File: src/rtl/ptr_heap.sv
module ptr_heap #(
  parameter int DW      = 16,
  parameter int AW      = 6,
  parameter int ENT     = 4,
  parameter int TW      = 4,
  parameter int IDW     = 2,
  parameter int MY_ID   = 1,
  parameter int CAP     = 48,
  parameter int L_ALLOC = 1,
  parameter int L_READ  = 2,
  parameter int L_WRITE = 3,
  parameter int L_FREE  = 1,
  parameter int L_LOCK  = 0
) (
  input  logic          clk,
  input  logic          rst_n,
  input  logic          req_valid,
  output logic          req_ready,
  input  logic [DW-1:0] req_data,
  output logic          resp_valid,
  input  logic          resp_ready,
  output logic [1:0]    resp_status,
  output logic [DW-1:0] resp_data
);
  localparam int DEPTH = 1 << AW;
  localparam int EW    = $clog2(ENT + 1);
  localparam int XW    = (ENT > 1) ? $clog2(ENT) : 1;
  localparam int LW    = 8;

  localparam logic [2:0] OP_ALLOC = 3'd0, OP_RD = 3'd1, OP_WR = 3'd2,
                         OP_FREE = 3'd3, OP_LOCK = 3'd4, OP_UNLK = 3'd5;
  localparam logic [1:0] ST_OK = 2'd0, ST_FULL = 2'd1, ST_BAD = 2'd2, ST_HELD = 2'd3;

  typedef enum logic [2:0] {S_CMD, S_LOOK, S_WAIT, S_RESP, S_PACK} state_t;
  state_t state;

  logic [1:0]     bc_q;
  logic [2:0]     op_q;
  logic [1:0]     src_q;
  logic           mod_ok_q;
  logic [DW-1:0]  f2_q, f3_q;

  logic [DW-1:0]  base_q [ENT];
  logic [DW-1:0]  size_q [ENT];
  logic [TW-1:0]  type_q [ENT];
  logic           rsv_q  [ENT];
  logic [1:0]     own_q  [ENT];

  logic [EW-1:0]  cnt_q, pk_q;
  logic [DW:0]    total_q;
  logic [LW-1:0]  wait_q;
  logic           freed_q;
  logic [1:0]     st_q;
  logic [DW-1:0]  rd_q;

  logic [DW-1:0]  mem [DEPTH];

  logic           hit, held, base_eq, nospace, take, last_beat, wr_en;
  logic [XW-1:0]  hidx, lidx;
  logic [DW+1:0]  end_last, end_new, tot_new;
  logic [1:0]     last_bc;
  logic [LW-1:0]  lat;

  assign req_ready   = (state == S_CMD);
  assign resp_valid  = (state == S_RESP);
  assign resp_status = st_q;
  assign resp_data   = rd_q;

  assign take      = req_valid && req_ready;
  assign last_bc   = (op_q == OP_ALLOC || op_q == OP_WR) ? 2'd3 :
                     (op_q <= OP_UNLK) ? 2'd2 : 2'd1;
  assign last_beat = (bc_q != 2'd0) && (bc_q == last_bc);

  always_comb begin
    hit  = 1'b0;
    hidx = '0;
    for (int i = 0; i < ENT; i++) begin
      if (EW'(i) < cnt_q && {2'b0, f2_q} >= {2'b0, base_q[i]} &&
          {2'b0, f2_q} < {2'b0, base_q[i]} + {2'b0, size_q[i]}) begin
        hit  = 1'b1;
        hidx = XW'(i);
      end
    end
  end

  assign lidx     = XW'(cnt_q - 1'b1);
  assign end_last = (cnt_q == '0) ? '0 : {2'b0, base_q[lidx]} + {2'b0, size_q[lidx]};
  assign end_new  = end_last + {2'b0, f2_q};
  assign tot_new  = {1'b0, total_q} + {2'b0, f2_q};
  assign nospace  = (cnt_q == EW'(ENT)) || (f2_q == '0) ||
                    (tot_new > (DW+2)'(CAP)) || (end_new > (DW+2)'(DEPTH));
  assign held     = rsv_q[hidx] && (own_q[hidx] != src_q);
  assign base_eq  = (f2_q == base_q[hidx]);
  assign wr_en    = (state == S_LOOK) && (op_q == OP_WR) && hit && !held;

  always_comb begin
    case (op_q)
      OP_ALLOC: lat = LW'(L_ALLOC);
      OP_RD:    lat = LW'(L_READ);
      OP_WR:    lat = LW'(L_WRITE);
      OP_FREE:  lat = LW'(L_FREE);
      default:  lat = LW'(L_LOCK);
    endcase
  end

  always_ff @(posedge clk) begin
    if (wr_en) mem[f2_q[AW-1:0]] <= f3_q;
  end

  always_ff @(posedge clk) begin
    if (!rst_n) begin
      state    <= S_CMD;
      bc_q     <= '0;
      op_q     <= '0;
      src_q    <= '0;
      mod_ok_q <= 1'b0;
      f2_q     <= '0;
      f3_q     <= '0;
      cnt_q    <= '0;
      pk_q     <= '0;
      total_q  <= '0;
      wait_q   <= '0;
      freed_q  <= 1'b0;
      st_q     <= ST_OK;
      rd_q     <= '0;
      for (int i = 0; i < ENT; i++) begin
        base_q[i] <= '0;
        size_q[i] <= '0;
        type_q[i] <= '0;
        rsv_q[i]  <= 1'b0;
        own_q[i]  <= '0;
      end
    end else begin
      case (state)
        S_CMD: if (take) begin
          case (bc_q)
            2'd0: begin op_q <= req_data[2:0]; src_q <= req_data[4:3]; end
            2'd1: mod_ok_q <= (req_data[IDW-1:0] == IDW'(MY_ID));
            2'd2: f2_q <= req_data;
            default: f3_q <= req_data;
          endcase
          if (last_beat) begin
            bc_q <= '0;
            if (mod_ok_q && op_q <= OP_UNLK) state <= S_LOOK;
          end else begin
            bc_q <= bc_q + 2'd1;
          end
        end
        S_LOOK: begin
          wait_q  <= lat;
          freed_q <= 1'b0;
          st_q    <= ST_OK;
          rd_q    <= '0;
          state   <= S_WAIT;
          case (op_q)
            OP_ALLOC: begin
              if (nospace) st_q <= ST_FULL;
              else begin
                base_q[XW'(cnt_q)] <= end_last[DW-1:0];
                size_q[XW'(cnt_q)] <= f2_q;
                type_q[XW'(cnt_q)] <= f3_q[TW-1:0];
                rsv_q[XW'(cnt_q)]  <= 1'b0;
                own_q[XW'(cnt_q)]  <= '0;
                cnt_q   <= cnt_q + 1'b1;
                total_q <= total_q + {1'b0, f2_q};
                rd_q    <= end_last[DW-1:0];
              end
            end
            OP_RD: begin
              if (!hit) st_q <= ST_BAD;
              else rd_q <= mem[f2_q[AW-1:0]];
            end
            OP_WR: begin
              if (!hit) st_q <= ST_BAD;
              else if (held) st_q <= ST_HELD;
            end
            OP_FREE: begin
              if (!hit || !base_eq) st_q <= ST_BAD;
              else if (held) st_q <= ST_HELD;
              else begin
                total_q     <= total_q - {1'b0, size_q[hidx]};
                cnt_q       <= cnt_q - 1'b1;
                pk_q        <= EW'(hidx);
                freed_q     <= 1'b1;
                rsv_q[hidx] <= 1'b0;
              end
            end
            default: begin
              if (!hit) st_q <= ST_BAD;
              else if (held) st_q <= ST_HELD;
              else begin
                rsv_q[hidx] <= (op_q == OP_LOCK);
                own_q[hidx] <= src_q;
                rd_q        <= {{(DW-TW){1'b0}}, type_q[hidx]};
              end
            end
          endcase
        end
        S_WAIT: begin
          if (wait_q == '0) state <= S_RESP;
          else wait_q <= wait_q - 1'b1;
        end
        S_RESP: if (resp_ready) begin
          state <= (freed_q && pk_q < cnt_q) ? S_PACK : S_CMD;
        end
        S_PACK: begin
          base_q[XW'(pk_q)] <= base_q[XW'(pk_q + 1'b1)];
          size_q[XW'(pk_q)] <= size_q[XW'(pk_q + 1'b1)];
          type_q[XW'(pk_q)] <= type_q[XW'(pk_q + 1'b1)];
          rsv_q[XW'(pk_q)]  <= rsv_q[XW'(pk_q + 1'b1)];
          own_q[XW'(pk_q)]  <= own_q[XW'(pk_q + 1'b1)];
          pk_q <= pk_q + 1'b1;
          if (pk_q + 1'b1 >= cnt_q) state <= S_CMD;
        end
        default: state <= S_CMD;
      endcase
    end
  end
endmodule

File: config.mk
export PLATFORM = sky130hd
export DESIGN_NAME = ptr_heap
export DESIGN_NICKNAME = d
export VERILOG_FILES = /design/src/rtl/ptr_heap.sv
export SDC_FILE = /design/constraint.sdc
export NUM_CORES = 2
export LEC_CHECK = 0
export BUFFER_PORTS_ARGS = -buffer_cell sky130_fd_sc_hd__buf_2
export CORE_UTILIZATION = 60
export CTS_BUF_LIST = sky130_fd_sc_hd__clkbuf_4
export CTS_CLUSTER_SIZE = 16
export DETAILED_ROUTE_END_ITERATION = 6
export GPL_ROUTABILITY_DRIVEN = 0
export GPL_TIMING_DRIVEN = 0
export PLACE_DENSITY = 0.76
export REMOVE_ABC_BUFFERS = 1
export SYNTH_ARGS = -nofsm -noshare
export SYNTH_HDL_FRONTEND = slang
export SYNTH_SLANG_ARGS = --single-unit
File: constraint.sdc
create_clock -name clk -period 19.55 [get_ports clk]
set_clock_uncertainty 0.15 [all_clocks]
set_input_delay 0.9775 -clock clk [delete_from_list [all_inputs] [get_ports clk]]
set_output_delay 0.9775 -clock clk [all_outputs]
set_load 0.01 [all_outputs]
==> impl_results.md <==
- Run status: finished clean
- Number of enable-type register cells in the synthesized netlist: 1,177
- Overall routing resource usage: 0.334
- Final design area excluding fillers: 68,600 um^2
- Post-cts sizing count: 0
- Power per Cell Area: 81.1 nW/um^2
- Placed wire-length estimate after detailed placement: 115 mm
- Area overhead of the layout relative to synthesis: 12.5%
- CP startpoint kind: flop
- Yosys Warn Count: 0
- Crit path max-delay cell type: sky130_fd_sc_hd__dfxtp_4
- Most used flip-flop cell after synthesis: sky130_fd_sc_hd__edfxtp_1
- Initial drt markers: 5,654
- Compound-Gate Fraction of Synth Area: 0.0686
- Wire length per cell after detailed routing: 29.0 um
- Startpoint of the lowest-slack hold path: rst_n
- Commonest cells in the synthesized netlist: sky130_fd_sc_hd__edfxtp_1, sky130_fd_sc_hd__mux4_2, sky130_fd_sc_hd__nor2_1
- Htree depth: 5
- Num rows: 116
- Final critical path time including I/O delays and setup: 11.51 ns
- Chip width: 321 um
- Top fanout value on the critical path: 41
- Overall via count from detail_route: 39,000
- Relative slew slack: 0.0233
- Worst Hold Depth: 2
- Placeable Area: 100,000 um^2
- Largest buffer count on any clock path: 4
- Highest routed metal layer: met5
- Data required, critical path: 20.22 ns
- Multi-input gate area: 22,500 um^2
- Reg clk slew, reported paths: 0.06 ns
- Met3 wire length: 21.6 mm
- Synth cell types: 80
- DRC: 0
- Clock sinks: 1,279
- Post-route setup TNS: 0 ns
- Async set-reset flop share out of synthesis: 0
- Dominant combinational cell family by area after synthesis: multiplexers
- Antenna violations before repair: 14
- Post-Synth Simple-Gate Area: 0.0597
- Flops & latches, synth: 1,279
- Remaining global-route overflow: 0
- Source-to-sink clock delay at the later pin of the worst-skew pair: 1.24 ns
- Path type of the worst min-delay path: input pin to flop
- Hold path endpoint: pk_q[2]$_SDFFE_PN0P_
- Clock tree root driver cell: sky130_fd_sc_hd__clkbuf_4
- Detailed-router iteration count before antenna repair: 6
- Synth top area share: 0.579
- Port bufs: 39
- Average footprint of a synthesized cell: 15.5 um^2
- Category of the worst setup path capture point: flop
- Setup repair after global routing missed its margin: no
- Tcrit/Tclk final: 0.589
- Die Outline Area: 103,000 um^2
- Final number of max-transition violations: 0
- Reg-to-Reg End: size_q[0][1]$_SDFFCE_PN0P_
- Wire length on met1: 62.4 mm
- Data arrival time of the critical path: 12.18 ns
- Maximum number of pins on one net before global-route repair: 59
- Lkg Pwr: 21.2 nW
- Max incr delay on CP: 0.90 ns
- Most common cell in the synthesized netlist: sky130_fd_sc_hd__edfxtp_1
- Sequential cell area: 37,400 um^2
- Source of the worst register-to-register timing path: cnt_q[0]$_SDFFE_PN0P_
- Via count of the first global-routing pass: 38,700
- Count of pins on the block boundary: 40
- Register-to-Register Setup Slack: 8.04 ns
- Number of nets in the layout: 4,555
- Final-report hold violation count: 0
- Post-synthesis share of cell area spent on xor and xnor gates: 0.0188
- Post-Place Cell Area: 64,600 um^2
- Via-per-instance ratio: 6.70
- Hold WS: 0.217 ns
- Starting utilization of the core area: 0.608
- Most area-consuming cells after synthesis: sky130_fd_sc_hd__edfxtp_1, sky130_fd_sc_hd__mux4_2, sky130_fd_sc_hd__ha_1
- Overall die height: 321 um
- Number of cells produced by synthesis: 3,944
- Number of buffers inserted during clock tree synthesis: 332
- Met2 wire length: 78.2 mm
- Global-route wire length before repair: 249 mm
- Final-layout fill cell count: 6,537
- Slew at the pin closest to its max-slew limit: 1.46 ns
- Most frequent CP cell: sky130_fd_sc_hd__a21oi_1
- Proportion of synthesized area in mux cells: 0.160
- IR Drop Worst-Case VDD: 61.2 uV
- Area leader, netlist: sky130_fd_sc_hd__edfxtp_1
- Adder and majority cell fraction of the synthesized area: 0.0580
- CTS tree: done
- Antenna viol nets, final: 0
- Sequential area share after synthesis: 0.613
- Final setup violating endpoints: 0
- Cell area after technology mapping: 61,000 um^2
- Worst-case reg-to-reg path depth: 30
- Max-capacitance violation count: 0
- CP Class: flop to flop
- Fraction of layout cells with a size suffix above 1: 0.260
- Total detailed-routing wirelength: 169 mm
- Peak Freq: 86.9 MHz
[worst max path at each step]
stage / start / to / slack, ns / depth (start not counted)
after floorplan: flop / resp_data[2]$_SDFFE_PN0P_ / 6.92 / 7
after global placement: flop / resp_data[6]$_SDFFE_PN0P_ / 2.20 / 6
after detailed placement: cnt_q[0]$_SDFFE_PN0P_ / size_q[0][4]$_SDFFCE_PN0P_ / 8.43 / 30
after CTS: cnt_q[0]$_SDFFE_PN0P_ / size_q[0][1]$_SDFFCE_PN0P_ / 8.31 / 30
after global routing: cnt_q[0]$_SDFFE_PN0P_ / size_q[0][0]$_SDFFCE_PN0P_ / 7.62 / 30
final: cnt_q[0]$_SDFFE_PN0P_ / size_q[0][1]$_SDFFCE_PN0P_ / 8.04 / 30
[layer usage]
layer	up-vias	global-route usage
met5	-	0
met4	4	0.143
met3	468	0.0880
met2	2812	0.513
met1	19300	0.454
li1	16400	-
[metrics by stage]
| step | std cells | total power, mW | setup WS [ns] | utilization |
|---|---|---|---|---|
| floorplan | 3756 | 3.34 | 6.92 | - |
| global placement | 5152 | 3.45 | 2.20 | 0.619 |
| detailed placement | 5262 | 3.45 | 8.43 | 0.644 |
| CTS | 5818 | 5.58 | 8.31 | 0.683 |
| global route | 5823 | 5.75 | 7.62 | 0.683 |
| finish | 5827 | 5.57 | 8.04 | 0.683 |
[critical path, delay by kind of cell, from the launching register on]
kind | cells | cell delay, ns
AO/OA/AOI/OAI | 12 | 3.87
adder cells (fa/ha/maj) | 3 | 1.31
buffers and inverters | 4 | 1.07
flip-flops | 1 | 0.90
multiplexers | 1 | 0.37
AND/OR/NAND/NOR | 10 | 3.37
[kinds of logic (layout without fill, tap and decap cells)]
group	after synthesis	after routing
AND/OR/NAND/NOR	793	793
flip-flops	1279	1279
adder cells (fa/ha/maj)	278	278
buffers and inverters	361	878
XOR/XNOR	131	131
AO/OA/AOI/OAI	637	637
other	0	9
multiplexers	465	465
[layout make-up]
| type | instances | area share |
|---|---|---|
| Antenna cell | 9 | 0.000328 |
| Sequential cell | 1279 | 0.545 |
| Inverter | 173 | 0.00948 |
| Clock buffer | 449 | 0.0491 |
| Multi-Input combinational cell | 2304 | 0.328 |
| Clock inverter | 89 | 0.00627 |
| Timing Repair Buffer | 167 | 0.0369 |
| Tap cell | 1357 | 0.0247 |
[repair_timing]
item	CTS	global route
setup endpoints to repair	0	0
hold endpoints to repair	41	0
setup buffers	0	0
hold buffers	18	0
[where the power goes]
group | internal (mW) | switching, mW | total (mW)
Combinational | 0.167 | 0.222 | 0.389
Clock | 1.10 | 1.07 | 2.16
Sequential | 2.97 | 0.0440 | 3.02
[registers in the layout (all words and copies together), names as in the netlist, named ones only]
name,flops
cnt_q,3
op_q,3
size_q,64
total_q,17
type_q,16
resp_data,16
freed_q,1
base_q,64
rsv_q,4
mod_ok_q,1
mem,1024
pk_q,3
bc_q,2
src_q,2
state,3
own_q,8
resp_status,2
wait_q,8
f3_q,16
f2_q,16
[cells in the final DEF (no fill, tap or decap), types with 24 or more instances in the layout]
cell | Yosys | layout
sky130_fd_sc_hd__a22oi_1 | 36 | 36
sky130_fd_sc_hd__o21ai_0 | 94 | 94
sky130_fd_sc_hd__clkinv_1 | 1 | 68
sky130_fd_sc_hd__buf_8 | 0 | 43
sky130_fd_sc_hd__nor3_1 | 37 | 36
sky130_fd_sc_hd__nand3_1 | 40 | 39
sky130_fd_sc_hd__clkbuf_4 | 0 | 449
sky130_fd_sc_hd__buf_12 | 0 | 28
sky130_fd_sc_hd__a21oi_1 | 203 | 202
sky130_fd_sc_hd__edfxtp_1 | 1177 | 1177
sky130_fd_sc_hd__buf_2 | 5 | 39
sky130_fd_sc_hd__nor2_2 | 0 | 62
sky130_fd_sc_hd__nand2b_1 | 35 | 35
sky130_fd_sc_hd__nand2_1 | 195 | 190
sky130_fd_sc_hd__inv_1 | 171 | 171
sky130_fd_sc_hd__nor2b_1 | 25 | 24
sky130_fd_sc_hd__a211oi_1 | 38 | 37
sky130_fd_sc_hd__xnor2_1 | 78 | 78
sky130_fd_sc_hd__mux4_2 | 407 | 407
sky130_fd_sc_hd__ha_1 | 270 | 268
sky130_fd_sc_hd__o211ai_1 | 24 | 24
sky130_fd_sc_hd__a21o_1 | 60 | 60
sky130_fd_sc_hd__buf_16 | 0 | 32
sky130_fd_sc_hd__dfxtp_1 | 102 | 78
sky130_fd_sc_hd__nor2_1 | 331 | 267
sky130_fd_sc_hd__mux2i_1 | 55 | 55
sky130_fd_sc_hd__xor2_1 | 53 | 53
Power figures use the tool's default switching activity.
